**src/rtl/xbus_pkg.sv**
```systemverilog
package xbus_pkg;
  typedef enum logic [1:0] {
    XK_CODE  = 2'b00,
    XK_READ  = 2'b01,
    XK_WRITE = 2'b10,
    XK_NONE  = 2'b11
  } xkind_e;

  // Phase windows are derived from the machine-cycle length mc.
  function automatic int ale_last(input int mc);  return mc / 4 - 1; endfunction
  function automatic int addr_last(input int mc); return mc / 4;     endfunction
  function automatic int stb_first(input int mc); return mc / 4 + 2; endfunction
  function automatic int stb_last(input int mc);  return mc - 2;     endfunction

  function automatic logic ale_on(input int ph, input int mc);
    return ph <= ale_last(mc);
  endfunction

  function automatic logic addr_on(input int ph, input int mc);
    return ph <= addr_last(mc);
  endfunction

  function automatic logic stb_on(input int ph, input int mc);
    return (ph >= stb_first(mc)) && (ph <= stb_last(mc));
  endfunction
endpackage

```
**src/rtl/xbus_phase_gen.sv**
```systemverilog
module xbus_phase_gen #(
  parameter int MC_CLKS = 12,
  localparam int PW = $clog2(MC_CLKS)
) (
  input  logic          clk,
  input  logic          rst_n,
  input  logic          clr,
  output logic [PW-1:0] phase,
  output logic          mc_edge
);
  localparam logic [PW-1:0] LAST = PW'(MC_CLKS - 1);

  assign mc_edge = (phase == LAST);

  always_ff @(posedge clk or negedge rst_n) begin
    if (!rst_n)       phase <= '0;
    else if (clr)     phase <= '0;
    else if (mc_edge) phase <= '0;
    else              phase <= phase + 1'b1;
  end
endmodule

```
**src/rtl/xbus_rst_filter.sv**
```systemverilog
module xbus_rst_filter #(
  parameter int MC_CLKS = 12,
  parameter int RST_MCS = 2,
  localparam int THRESH = MC_CLKS * RST_MCS,
  localparam int CW = $clog2(THRESH + 1)
) (
  input  logic clk,
  input  logic rst_n,
  input  logic ext_rst,
  output logic rst_qual
);
  localparam logic [CW-1:0] TOP = CW'(THRESH);
  logic [CW-1:0] cnt;

  assign rst_qual = (cnt == TOP);

  always_ff @(posedge clk or negedge rst_n) begin
    if (!rst_n)        cnt <= '0;
    else if (!ext_rst) cnt <= '0;
    else if (!rst_qual) cnt <= cnt + 1'b1;
  end
endmodule

```
**src/rtl/xbus_seq.sv**
```systemverilog
module xbus_seq
  import xbus_pkg::*;
#(
  parameter int MC_CLKS = 12,
  parameter int AW = 16,
  parameter int DW = 8,
  localparam int PW = $clog2(MC_CLKS)
) (
  input  logic          clk,
  input  logic          rst_n,
  input  logic          clr,
  input  logic [PW-1:0] phase,
  input  logic          mc_edge,
  input  logic          code_int,
  input  logic          req,
  input  logic [1:0]    req_kind,
  input  logic [AW-1:0] req_addr,
  input  logic [DW-1:0] req_wdata,
  input  logic [DW-1:0] lo_in,
  output logic          start,
  output logic          busy,
  output logic          done,
  output logic [DW-1:0] rdata,
  output logic          ale,
  output logic          psen_n,
  output logic          rd_n,
  output logic          wr_n,
  output logic [AW-DW-1:0] hi_out,
  output logic [DW-1:0] lo_out,
  output logic          lo_oe
);
  xkind_e        kind_q;
  logic [AW-1:0] addr_q;
  logic [DW-1:0] wdata_q;
  logic          act;
  logic          req_ok, stb, in_addr, sample;
  int            ph;

  assign ph      = int'(phase);
  assign req_ok  = req && (xkind_e'(req_kind) != XK_NONE) &&
                   !((xkind_e'(req_kind) == XK_CODE) && code_int);
  assign start   = mc_edge && req_ok && !clr;
  assign stb     = act && stb_on(ph, MC_CLKS);
  assign in_addr = act && addr_on(ph, MC_CLKS);
  assign sample  = act && (ph == stb_last(MC_CLKS)) && (kind_q != XK_WRITE);

  always_ff @(posedge clk or negedge rst_n) begin
    if (!rst_n) begin
      act     <= 1'b0;
      done    <= 1'b0;
      kind_q  <= XK_NONE;
      addr_q  <= '0;
      wdata_q <= '0;
      rdata   <= '0;
    end else begin
      done <= act && mc_edge && !clr;
      if (clr) act <= 1'b0;
      else if (mc_edge) act <= start;
      if (start) begin
        kind_q  <= xkind_e'(req_kind);
        addr_q  <= req_addr;
        wdata_q <= req_wdata;
      end
      if (sample && !clr) rdata <= lo_in;
    end
  end

  assign busy   = act;
  assign ale    = act && ale_on(ph, MC_CLKS);
  assign psen_n = !(stb && kind_q == XK_CODE);
  assign rd_n   = !(stb && kind_q == XK_READ);
  assign wr_n   = !(stb && kind_q == XK_WRITE);
  assign hi_out = act ? addr_q[AW-1:DW] : '0;
  assign lo_oe  = in_addr || (act && kind_q == XK_WRITE);
  assign lo_out = in_addr ? addr_q[DW-1:0] :
                  (lo_oe ? wdata_q : '0);
endmodule

```
**src/rtl/xbus_ctrl.sv**
```systemverilog
module xbus_ctrl #(
  parameter int MC_CLKS = 12,
  parameter int RST_MCS = 2,
  parameter int AW = 16,
  parameter int DW = 8
) (
  input  logic          clk,
  input  logic          rst_n,
  input  logic          ext_rst,
  input  logic          code_int,
  input  logic          req,
  input  logic [1:0]    req_kind,
  input  logic [AW-1:0] req_addr,
  input  logic [DW-1:0] req_wdata,
  output logic          busy,
  output logic          done,
  output logic [DW-1:0] rdata,
  output logic          rst_qual,
  output logic          ale,
  output logic          psen_n,
  output logic          rd_n,
  output logic          wr_n,
  output logic [AW-DW-1:0] hi_out,
  output logic [DW-1:0] lo_out,
  output logic          lo_oe,
  input  logic [DW-1:0] lo_in
);
  localparam int PW = $clog2(MC_CLKS);

  logic [PW-1:0] phase;
  logic          mc_edge;
  logic          acc_start;

  xbus_rst_filter #(.MC_CLKS(MC_CLKS), .RST_MCS(RST_MCS)) u_rst (
    .clk(clk), .rst_n(rst_n), .ext_rst(ext_rst), .rst_qual(rst_qual)
  );

  xbus_phase_gen #(.MC_CLKS(MC_CLKS)) u_phase (
    .clk(clk), .rst_n(rst_n), .clr(rst_qual), .phase(phase), .mc_edge(mc_edge)
  );

  xbus_seq #(.MC_CLKS(MC_CLKS), .AW(AW), .DW(DW)) u_seq (
    .clk(clk), .rst_n(rst_n), .clr(rst_qual), .phase(phase), .mc_edge(mc_edge),
    .code_int(code_int), .req(req), .req_kind(req_kind), .req_addr(req_addr),
    .req_wdata(req_wdata), .lo_in(lo_in), .start(acc_start), .busy(busy),
    .done(done), .rdata(rdata), .ale(ale), .psen_n(psen_n), .rd_n(rd_n),
    .wr_n(wr_n), .hi_out(hi_out), .lo_out(lo_out), .lo_oe(lo_oe)
  );
endmodule

```
**config.mk**
```make
export PLATFORM = sky130hd
export DESIGN_NAME = xbus_ctrl
export DESIGN_NICKNAME = d
export VERILOG_FILES = /design/src/rtl/xbus_pkg.sv /design/src/rtl/xbus_phase_gen.sv /design/src/rtl/xbus_rst_filter.sv /design/src/rtl/xbus_seq.sv /design/src/rtl/xbus_ctrl.sv
export SDC_FILE = /design/constraint.sdc
export NUM_CORES = 1
export LEC_CHECK = 0
export ABC_CLOCK_PERIOD_IN_PS = 2700
export BUFFER_PORTS_ARGS = -buffer_cell sky130_fd_sc_hd__buf_2
export CAP_MARGIN = 40
export CORE_MARGIN = 4
export CORE_UTILIZATION = 55
export CTS_BUF_LIST = sky130_fd_sc_hd__clkbuf_4
export CTS_CLUSTER_DIAMETER = 100
export DETAILED_ROUTE_END_ITERATION = 10
export HOLD_SLACK_MARGIN = 0.03
export PLACE_DENSITY = 0.82
export SLEW_MARGIN = 20
export SYNTH_ARGS = -nofsm -noshare
export SYNTH_HDL_FRONTEND = slang
export SYNTH_HIERARCHICAL = 1
export SYNTH_SLANG_ARGS = --single-unit
```
**constraint.sdc**
```tcl
create_clock -name clk -period 2.7 [get_ports clk]
set_input_delay 0.675 -clock clk [delete_from_list [all_inputs] [get_ports clk]]
set_output_delay 0.675 -clock clk [all_outputs]
set_load 0.02 [all_outputs]
```
# Yosys cells after proc, flatten, opt, wreduce, memory -nomap -nowiden

Cells that the tools add are included.

Register bits: 45
Output and inout bits: 32

Add/subtract/negate cells: 2
$lt $le $gt $ge: 4
Eq/ne operators: 8
Mux-type cells: 9
Reductions and logical operators: 27

Operator list:

| kind                  | count |
|---|---|
| $mux W8               | 3 |
| $logic_and A1 B1 Y1   | 18 |
| $mux W5               | 2 |
| $eq A4 B4 Y1 const B  | 2 |
| $le A4 B2 Y1 const B  | 2 |
| $mux W4               | 2 |
| $ne A2 B2 Y1 const B  | 3 |
| $add A5 B1 Y5 const B | 1 |
| $eq A5 B5 Y1 const B  | 1 |
| $logic_not A1 Y1      | 5 |
| $add A4 B1 Y4 const B | 1 |
| $ge A4 B3 Y1 const B  | 1 |
| $le A4 B4 Y1 const B  | 1 |
| $logic_not A2 Y1      | 2 |
| $eq A2 B1 Y1 const B  | 1 |
| $eq A2 B2 Y1 const B  | 1 |
| $mux W1               | 2 |
| $reduce_bool A2 Y1    | 1 |
| $logic_or A1 B1 Y1    | 1 |

# Depth between registers and ports, before layout

Depth in word-level cells: 8
Gate-level depth with buffers: 9

# Hierarchy

The synthesis kept the hierarchy.

By module, submodules not included:

| module          | times used | cells each | area an instance (um2) | seq. area each (um2) |
|---|---|---|---|---|
| xbus_seq        | 1          | 243        | 2222.1                 | 903.4 |
| xbus_rst_filter | 1          | 27         | 287.8                  | 125.1 |
| xbus_phase_gen  | 1          | 16         | 183.9                  | 100.1 |

# Least setup slack after synthesis

OpenSTA, ideal clock, no wires.

Kind: flip-flop to output port
From: reg u_seq.act, in the netlist u_seq/busy
To: out ale
Arrival: 1.475 ns
Required time: 2.025 ns
Path slack: 0.550 ns
Stages on the path, launching flop included: 4
Path through: dfrtp_1 nor3b_1 buf_2 a21boi_0

Cells in the longest elaborated chain, start to end: 1

RTL lines:

| item                   | line            | source |
|---|---|---|
| start, declared        | xbus_seq.sv:35  | `logic act;` |
| start signal, assigned | xbus_seq.sv:58  | `else if (mc_edge) act <= start;` |
| $logic_and A1 B1 Y1    | xbus_seq.sv:69  | `assign ale = act && ale_on(ph, MC_CLKS);` |
| end, declared          | xbus_ctrl.sv:19 | `output logic ale,` |

No other way between the ends.

# Worst setup path after layout

From: reg u_phase.phase[3]
To: out psen_n

Cells in the longest elaborated chain, start to end: 5
Elaborated cells on any way between the ends: 6
Those cells by class: order compare (2); reduce/logical (4)

RTL lines:

| item                                         | line                 | source |
|---|---|---|
| start, declared                              | xbus_phase_gen.sv:8  | `output logic [PW-1:0] phase,` |
| start signal, assigned                       | xbus_phase_gen.sv:19 | `else phase <= phase + 1'b1;` |
| $ge A4 B3 Y1 or $le A4 B4 Y1 (tied branches) | xbus_pkg.sv:24       | `return (ph >= stb_first(mc)) && (ph <= stb_last(mc));` |
| $logic_and A1 B1 Y1 (*)                      | xbus_pkg.sv:24       |  |
| $logic_and A1 B1 Y1 (*)                      | xbus_seq.sv:43       | `assign stb = act && stb_on(ph, MC_CLKS);` |
| $logic_and A1 B1 Y1 (*)                      | xbus_seq.sv:70       | `assign psen_n = !(stb && kind_q == XK_CODE);` |
| $logic_not A1 Y1 (*)                         | xbus_seq.sv:70       |  |
| end, declared                                | xbus_ctrl.sv:20      | `output logic psen_n,` |

Every way passes the cells marked *; elsewhere a longest branch is shown, timed or not.

==> summary.txt <==
status: completed
Starting DRT DRC Count: 215
final WL: 6680 um
H-tree depth: 2
Worst Hold Class: input port to asynchronous set/reset pin
Critical Path AT: 1.96 ns
gpl congestion: 0.804
nets@finish: 392
worst slew pin tran: 0.704 ns
CP delay by family, top: flip-flops
setup TNS: 0 ns
TritonCTS clock tree: done
cts hold-fix bufs: 0
WS Path Type: register to output port
drc violations: 0
Clk pin slew, worst setup/hold paths: 0.15 ns
fraction of layout cells with a size suffix above 1: 0.308
first-pass GRT wire length: 11100 um
Worst Setup SP: u_phase/phase[3]$_DFF_PN0_
Die Ht: 77.9 um
Static Leakage: 0.00157 uW
Gate Count Post-Synth: 285
crit-path cells: a21bo_2 > o22ai_1 > or4b_1 > buf_2
max_cap viols: 0
Fin Hold WS: 0.240 ns
fmax: 379 MHz
minimum clock period: 2.64 ns
PwrDens: 745 nW/um^2
worst setup margin: 0.0614 ns
placed wire-length estimate: 4620 um
WL/cell: 16.0 um
Final Max Slew Viols: 0
Worst Setup End Kind: output port
antenna violations before repair: 0
slowest CP cell: dfrtp_2
Max Clock Skew: 0.0164 ns
Layout area overhead: 18.5%
TritonCTS buffer count: 5
final period utilization: 0.977
commonest non-fill, non-tap cell in the layout: buf_2
Worst EP required: 2.03 ns
flop-to-flop setup slack: 0.39 ns
CTS root buffer: clkbuf_4
Setup crit start kind: register
via count: 2456
port bufs: 70
DP Worst Slack: 0.400 ns
worst r2r src: u_rst/cnt[0]$_DFFE_PN0P_
largest net degree at the start of global routing: 47
Final Hold Viols: 0
Mean Syn Cell Area: 9.44 um^2
postcts setup bufs: 0
routed vias/inst: 5.88
FILL cells: 373
vias in the first global route: 2352
FP Rows: 25
clk_lat worst skew: 0.37 ns
Worst Reg-to-Reg Cells: 5
Clock Path Buffers: 2
GRT overflow: 0
most frequent cells in the layout: buf_2, dfrtp_1, nor2_1
Worst R2R End: u_seq/rdata[2]$_DFFE_PN0P_
IO Pins: 71
Post-Syn Area: 2690 um^2
CTS Sinks: 45
core box area: 4720 um^2
Synth Net Count: 327
chip width: 77.9 um
final setup fails: 0
Ys Warns: 6
crit-path max FO: 10
VDD IR max: 557 uV
CP bufs+invs: 1
total global routing track utilization: 0.228
post-detailed-route count of antenna-violating nets: 0
Rel. slew slack: 0.530
RSZ-0062 raised after global routing: false
DR pass1 iterations: 4
total die area: 6070 um^2
peak per-stage delay on the critical path: 0.48 ns
Starting Density: 0.570
antenna cells: 0
repair_timing:
item / 4_1_cts / 5_1_grt
cloned: 0 / 0
gates resized for setup: 1 / 2
setup endpoints to repair: 1 / 9
state kept, by name, summed over array words and instances (netlist names):
register       count
u_seq/addr_q      16
u_seq/rdata        8
u_seq/wdata_q      8
u_rst/cnt          5
u_phase/phase      4
u_seq/kind_q       2
u_seq/busy         1
u_seq/done         1
metrics by stage:
| step | utilization | area [um^2] | instances | total power [uW] |
|---|---|---|---|---|
| floorplan | - | 2690 | 285 | 1630 |
| global placement | 0.656 | 3100 | 410 | 1910 |
| detailed placement | 0.656 | 3100 | 410 | 1950 |
| CTS | 0.674 | 3180 | 418 | 2370 |
| global route | 0.675 | 3190 | 418 | 2530 |
| finish | 0.675 | 3190 | 418 | 2380 |
layer usage:
layer | wire (um) | GRT usage | vias up
li1 | - | - | 1153
met1 | 2750 | 0.299 | 1184
met2 | 3300 | 0.376 | 106
met3 | 523 | 0.0522 | 13
met4 | 107 | 0.0717 | 0
met5 | 0 | 0 | -
where the power goes:
part           internal, uW  leakage, uW  total [uW]  switching (uW)
Combinational           420     0.000946         927             507
Clock                   196    0.0000414         426             229
Sequential              849     0.000583        1020             173
layout make-up:
cell class	count	area [um^2]	area share
inverters	30	113	0.0353
repair buffers	80	425	0.133
clock inverters	3	46.3	0.0145
clock buffers	5	37.5	0.0118
well taps	67	83.8	0.0263
flip-flops and latches	45	1130	0.355
multi-input cells	188	1350	0.424
worst max path at each step:
stage | endpoint | slack (ns) | depth (start not counted)
2_1_floorplan | ale | 0.55 | 3
6_report | psen_n | 0.06 | 4
5_1_grt | psen_n | 0.003 | 4
3_5_place_dp | u_seq/rdata[2]$_DFFE_PN0P_ | 0.40 | 5
3_3_place_gp | u_seq/rdata[5]$_DFFE_PN0P_ | 0.45 | 5
4_1_cts | psen_n | 0.06 | 4
Note: power is estimated with default switching activity, not from simulation.
